## src/rtl/sem_pkg.sv

```systemverilog
package sem_pkg;
   // operation encoding carried on req_op
   typedef enum logic {
      SEM_ACQUIRE = 1'b0,
      SEM_RELEASE = 1'b1
   } sem_op_e;

   function automatic int unsigned idx_width(input int unsigned n);
      return (n < 2) ? 1 : $clog2(n);
   endfunction
endpackage

```

## src/rtl/sem_rr_arbiter.sv

```systemverilog
module sem_rr_arbiter #(
   parameter int unsigned N = 4
) (
   input  logic         clk,
   input  logic         rst_n,
   input  logic [N-1:0] req,
   input  logic         advance,
   output logic [N-1:0] gnt
);
   localparam int unsigned PW = sem_pkg::idx_width(N);
   localparam logic [PW-1:0] LAST = PW'(N - 1);

   logic [PW-1:0] ptr_q;
   logic [PW-1:0] sel;

   always_comb begin
      int unsigned slot;
      logic found;
      gnt   = '0;
      sel   = '0;
      found = 1'b0;
      for (int unsigned k = 0; k < N; k++) begin
         slot = (int'(ptr_q) + k) % N;
         if (!found && req[slot]) begin
            gnt[slot] = 1'b1;
            sel       = PW'(slot);
            found     = 1'b1;
         end
      end
   end

   always_ff @(posedge clk) begin
      if (!rst_n)
         ptr_q <= '0;
      else if (advance && (|req))
         ptr_q <= (sel == LAST) ? '0 : sel + 1'b1;
   end

   assert_pick_onehot_R6: assert property (@(posedge clk) disable iff (!rst_n)
      $onehot0(gnt) && ((gnt & ~req) == '0));

   assert_pick_when_any_R6: assert property (@(posedge clk) disable iff (!rst_n)
      (|req) |-> (|gnt));
endmodule

```

## src/rtl/sem_count_unit.sv

```systemverilog
module sem_count_unit #(
   parameter int unsigned CNT_W      = 4,
   parameter int unsigned INIT_COUNT = 2
) (
   input  logic             clk,
   input  logic             rst_n,
   input  logic             load,
   input  logic [CNT_W-1:0] load_value,
   input  logic             dec,
   input  logic             inc,
   output logic [CNT_W-1:0] count,
   output logic             is_zero
);
   localparam logic [CNT_W-1:0] CMAX  = {CNT_W{1'b1}};
   localparam logic [CNT_W-1:0] CINIT = CNT_W'(INIT_COUNT);

   logic [CNT_W-1:0] cnt_q;

   always_ff @(posedge clk) begin
      if (!rst_n)
         cnt_q <= CINIT;
      else if (load)
         cnt_q <= load_value;
      else if (dec && (cnt_q != '0))
         cnt_q <= cnt_q - 1'b1;
      else if (inc && (cnt_q != CMAX))
         cnt_q <= cnt_q + 1'b1;
   end

   assign count   = cnt_q;
   assign is_zero = (cnt_q == '0);

   assert_no_underflow_R3: assert property (@(posedge clk) disable iff (!rst_n)
      (is_zero && !load) |=> (count <= CNT_W'(1)));

   assert_saturate_R4: assert property (@(posedge clk) disable iff (!rst_n)
      (count == CMAX && !load) |=> (count >= CMAX - 1'b1));
endmodule

```

## src/rtl/counting_sem.sv

```systemverilog
module counting_sem #(
   parameter int unsigned N_REQ      = 4,
   parameter int unsigned CNT_W      = 4,
   parameter int unsigned INIT_COUNT = 2
) (
   input  logic             clk,
   input  logic             rst_n,
   input  logic [N_REQ-1:0] req_valid,
   input  logic [N_REQ-1:0] req_op,
   input  logic             init_valid,
   input  logic [CNT_W-1:0] init_value,
   output logic [N_REQ-1:0] grant,
   output logic [N_REQ-1:0] waiting,
   output logic [CNT_W-1:0] count
);
   localparam int unsigned CNT_MAX = (1 << CNT_W) - 1;

   generate
      if (N_REQ < 2) begin : g_bad_nreq
         $error("counting_sem: N_REQ must be at least 2");
      end
      if (CNT_W < 1 || CNT_W > 30) begin : g_bad_cntw
         $error("counting_sem: CNT_W out of range");
      end
      if (INIT_COUNT > CNT_MAX) begin : g_bad_init
         $error("counting_sem: INIT_COUNT exceeds counter range");
      end
   endgenerate

   logic [N_REQ-1:0] grant_q, wait_q;
   logic [N_REQ-1:0] eligible, sel_new, sel_wake;
   logic             load_take, have_new, is_rel, any_wait, cnt_zero;
   logic             acq_ok, acq_park, rel_hand, rel_inc;

   assign any_wait  = |wait_q;
   assign load_take = init_valid && !any_wait;
   assign eligible  = req_valid & ~wait_q & ~grant_q;
   assign have_new  = (|eligible) && !load_take;
   assign is_rel    = (|(req_op & sel_new)) == sem_pkg::SEM_RELEASE;

   assign acq_ok    = have_new && !is_rel && !cnt_zero;
   assign acq_park  = have_new && !is_rel &&  cnt_zero;
   assign rel_hand  = have_new &&  is_rel &&  any_wait;
   assign rel_inc   = have_new &&  is_rel && !any_wait;

   sem_rr_arbiter #(.N(N_REQ)) u_new_arb (
      .clk     (clk),
      .rst_n   (rst_n),
      .req     (eligible),
      .advance (have_new),
      .gnt     (sel_new)
   );

   sem_rr_arbiter #(.N(N_REQ)) u_wake_arb (
      .clk     (clk),
      .rst_n   (rst_n),
      .req     (wait_q),
      .advance (rel_hand),
      .gnt     (sel_wake)
   );

   sem_count_unit #(.CNT_W(CNT_W), .INIT_COUNT(INIT_COUNT)) u_count (
      .clk        (clk),
      .rst_n      (rst_n),
      .load       (load_take),
      .load_value (init_value),
      .dec        (acq_ok),
      .inc        (rel_inc),
      .count      (count),
      .is_zero    (cnt_zero)
   );

   always_ff @(posedge clk) begin
      if (!rst_n) begin
         grant_q <= '0;
         wait_q  <= '0;
      end else begin
         grant_q <= ((acq_ok || (have_new && is_rel)) ? sel_new : '0)
                  | (rel_hand ? sel_wake : '0);
         wait_q  <= (wait_q | (acq_park ? sel_new : '0))
                  & ~(rel_hand ? sel_wake : '0);
      end
   end

   assign grant   = grant_q;
   assign waiting = wait_q;

   assert_park_only_empty_R3: assert property (@(posedge clk) disable iff (!rst_n)
      (|(waiting & ~$past(waiting))) |-> ($past(count) == '0));

   assert_handoff_keeps_count_R5: assert property (@(posedge clk) disable iff (!rst_n)
      (|($past(waiting) & ~waiting)) |-> (count == $past(count)));

   assert_wake_single_R7: assert property (@(posedge clk) disable iff (!rst_n)
      $countones($past(waiting) & ~waiting) <= 1);

   assert_grant_pulse_R8: assert property (@(posedge clk) disable iff (!rst_n)
      (grant & $past(grant)) == '0);

   assert_grant_not_waiting_R8: assert property (@(posedge clk) disable iff (!rst_n)
      (grant & waiting) == '0);
endmodule

```

## config.mk

```make
export PLATFORM = sky130hd
export DESIGN_NAME = counting_sem
export DESIGN_NICKNAME = d
export VERILOG_FILES = /design/src/rtl/sem_pkg.sv /design/src/rtl/sem_rr_arbiter.sv /design/src/rtl/sem_count_unit.sv /design/src/rtl/counting_sem.sv
export SDC_FILE = /design/constraint.sdc
export NUM_CORES = 1
export LEC_CHECK = 0
export ABC_AREA = 1
export BUFFER_PORTS_ARGS = -buffer_cell sky130_fd_sc_hd__buf_2
export CAP_MARGIN = 20
export CELL_PAD_IN_SITES_DETAIL_PLACEMENT = 1
export CELL_PAD_IN_SITES_GLOBAL_PLACEMENT = 2
export CORE_MARGIN = 5
export CORE_UTILIZATION = 31
export CTS_CLUSTER_DIAMETER = 100
export DETAILED_ROUTE_END_ITERATION = 10
export PLACE_DENSITY = 0.89
export SYNTH_ARGS = -nofsm -noshare
export SYNTH_HDL_FRONTEND = slang
export SYNTH_SLANG_ARGS = --single-unit
export TNS_END_PERCENT = 1
```

## constraint.sdc

```tcl
create_clock -name clk -period 4.21 [get_ports clk]
set_input_delay 0.6315 -clock clk [delete_from_list [all_inputs] [get_ports clk]]
set_output_delay 0.6315 -clock clk [all_outputs]
set_load 0.03 [all_outputs]
```

==> qor.yml <==
syn_nets: 308
vias_per_cell: 5.02
holdWs_ns: 0.581
yosysSeqAreaShare: 0.176
grt_setup_unrepaired: "no"
cts_setup_buffers: 0
hold_viol: 0
tightestPinTransition_ns: 0.724
multi_input_area_sq_um: 1320
min_from: "waiting[3]"
relSlewSlack: 0.513
synth_top_area_share: 0.176
cts_tree: "built"
post-dp-hpwl_um: 4450
clock_skew_ns: 0.00488
cts_inserted_buffers: 3
cts_resized: 0
dpl-instance-area_sq_um: 2030
die_w_um: 86.6
synth.distinct_cells: 35
leakage_nw: 1.02
worstSetupPathType: "reg2reg"
antenna_found_initial: 0
routed_wl_um: 5330
crit_path_start: "u_new_arb.ptr_q[0]"
fill_cells: 785
die_area_sq_um: 7500
n_antenna_cell: 0
areaGrowthSynthToFinish_pct: 14.4
synthArstFlopShare: 0
wl_per_cell_um: 14.1
place.gp.congestion: 0.833
gr-total-overflow: 0
drcViolationCount: 0
die_h_um: 86.6
cp.required_ns: 4.41
r2r_setup_slack_ns: 0.79
cts_max_path_buffers: 2
pin_count: 27
ys_ff_latch: 16
cts_htree_levels: 1
arrival_ns: 3.61
grt_pass1_vias: 1870
pre_cts_ws_ns: 0.750
dr_total_vias: 1903
core-area_sq_um: 5820
crit_path_start_kind: "flop"
syn_inst: 276
fin_ws_ns: 0.792
cts_sinks: 16
powerDensity_nw_per_um2: 727
netlist_top_cells_count: "nand2_1 (68), inv_1 (31), nand3_1 (31)"
final.period_utilization: 0.812
setup_tns_ns: 0
rr_startpoint: "u_new_arb.ptr_q[0]"
hp-class: "reg2reg"
clock.fmax_mhz: 293
ir_drop_mv: 0.214
finalCriticalPeriod_ns: 3.42
post-synth-top-count-cell: "nand2_1"
fin_nets: 337
synth-edff-count: 0
first_pass_iters: 4
clkSlewWorstSetupHoldPaths_ns: 0.07
port_buffers: 26
grt_max_degree: 17
syn_avg_cell_area_sq_um: 6.60
synth_warnings: 0
synth_area_leaders: "dfxtp_1 (18%), nand2_1 (14%), ha_1 (11%), nand3_1 (8.5%), inv_1 (6.4%)"
hold_buffers: 0
status: "finished, final reports clean"
synth_top_cell_by_area: "dfxtp_1"
total_power_mw: 1.51
critPathMaxFanout: 12
timing.max_cap.violations: 0
slew_violations: 0
grt_pass1_wl_um: 9030
setup_viol: 0
grt.total_usage: 0.146
ant_nets: 0
drt_iter0_markers: 99
worst_setup_path_end_kind: "flop"
initial_core_util: 0.313
clk-insertion-delay-late_ns: 0.25
regArea_sq_um: 320
rows: 28
drive_above_1_share: 0.230
synthFlopType: "dfxtp_1"
design_area_sq_um: 2080
cts-root-buf: "clkbuf_8"
syn_area_sq_um: 1820
final cells by class:
type / count / area share
clock buffer: 4 / 0.0264
inverter: 42 / 0.0769
multi-input combinational: 216 / 0.635
sequential: 16 / 0.154
tap: 75 / 0.0450
timing repair buffer: 26 / 0.0625
final timing paths:
kind	cells after the start	end
setup / recovery	23	u_count.count[3]
hold / removal	2	waiting[3]
setup reg to reg	23	u_count.count[3]
hold reg to reg	2	waiting[3]
critical path, stage by stage, from the launching register on:
cell and delay, ns:
dfxtp_1 0.62, inv_4 0.13, ha_1 0.39, inv_1 0.07, nand2_1 0.10, nand2_4 0.10
nor2_8 0.15, nand3_1 0.11, nand3_2 0.12, nand2_1 0.09, nand2_4 0.11, nor2_8 0.05
nand3_4 0.11, inv_1 0.08, ha_1 0.32, a21oi_1 0.15, nand2_1 0.07, xor2_1 0.18
inv_1 0.06, nand4_1 0.09, nand2_1 0.06, nor2_1 0.09, nor2_1 0.05, nor2_1 0.07
registers in the layout, indices dropped and copies added (netlist names), named ones only:
name / flops
u_new_arb.ptr_q: 2
waiting: 4
grant: 4
u_wake_arb.ptr_q: 1
u_count.count: 4
report_power, final:
part	total [mW]	switching [mW]	internal [mW]
logic	1.12	0.740	0.380
registers	0.255	0.0639	0.192
clock network	0.139	0.0555	0.0830
cells by family (layout without fill, tap and decap cells):
logic type                 Yosys count  count (layout)  share of synthesized area
AOI/OAI and AO/OA                   41              41                      0.127
xor gates and xnor gates             4               4                     0.0192
adders and majority gates           17              17                      0.121
buffers and inverters               44              72                     0.0969
DFF                                 16              16                      0.176
muxes                                2               2                     0.0124
and+or+nand+nor                    152             152                      0.447
cell usage in the layout (no fill, tap or decap), types with 7 or more instances in the layout:
| master | netlist | routed |
|---|---|---|
| a21oi_1 | 15 | 15 |
| nand2_2 | 9 | 9 |
| o21ai_1 | 7 | 7 |
| ha_1 | 16 | 16 |
| nor2_1 | 11 | 11 |
| dfxtp_1 | 16 | 16 |
| nand4_1 | 13 | 13 |
| o21ai_0 | 10 | 10 |
| nand3_1 | 31 | 31 |
| inv_2 | 9 | 9 |
| nand3_2 | 8 | 8 |
| inv_1 | 31 | 31 |
| nand2_1 | 68 | 68 |
| buf_2 | 1 | 26 |
layer usage:
layer | GRT usage | share of wire | up-vias | routed length [um]
li1 | - | - | 978 | -
met1 | 0.197 | 0.47 | 880 | 2530
met2 | 0.251 | 0.48 | 39 | 2560
met3 | 0.00951 | 0.032 | 6 | 173
met4 | 0.0397 | 0.012 | 0 | 65
met5 | 0 | 0 | - | 0
stage by stage:
stage | util | instances
floorplan | - | 276
global placement | 0.349 | 375
detailed placement | 0.349 | 375
CTS | 0.358 | 379
global route | 0.358 | 379
finish | 0.358 | 379
Note: power is estimated with default switching activity, not from simulation.
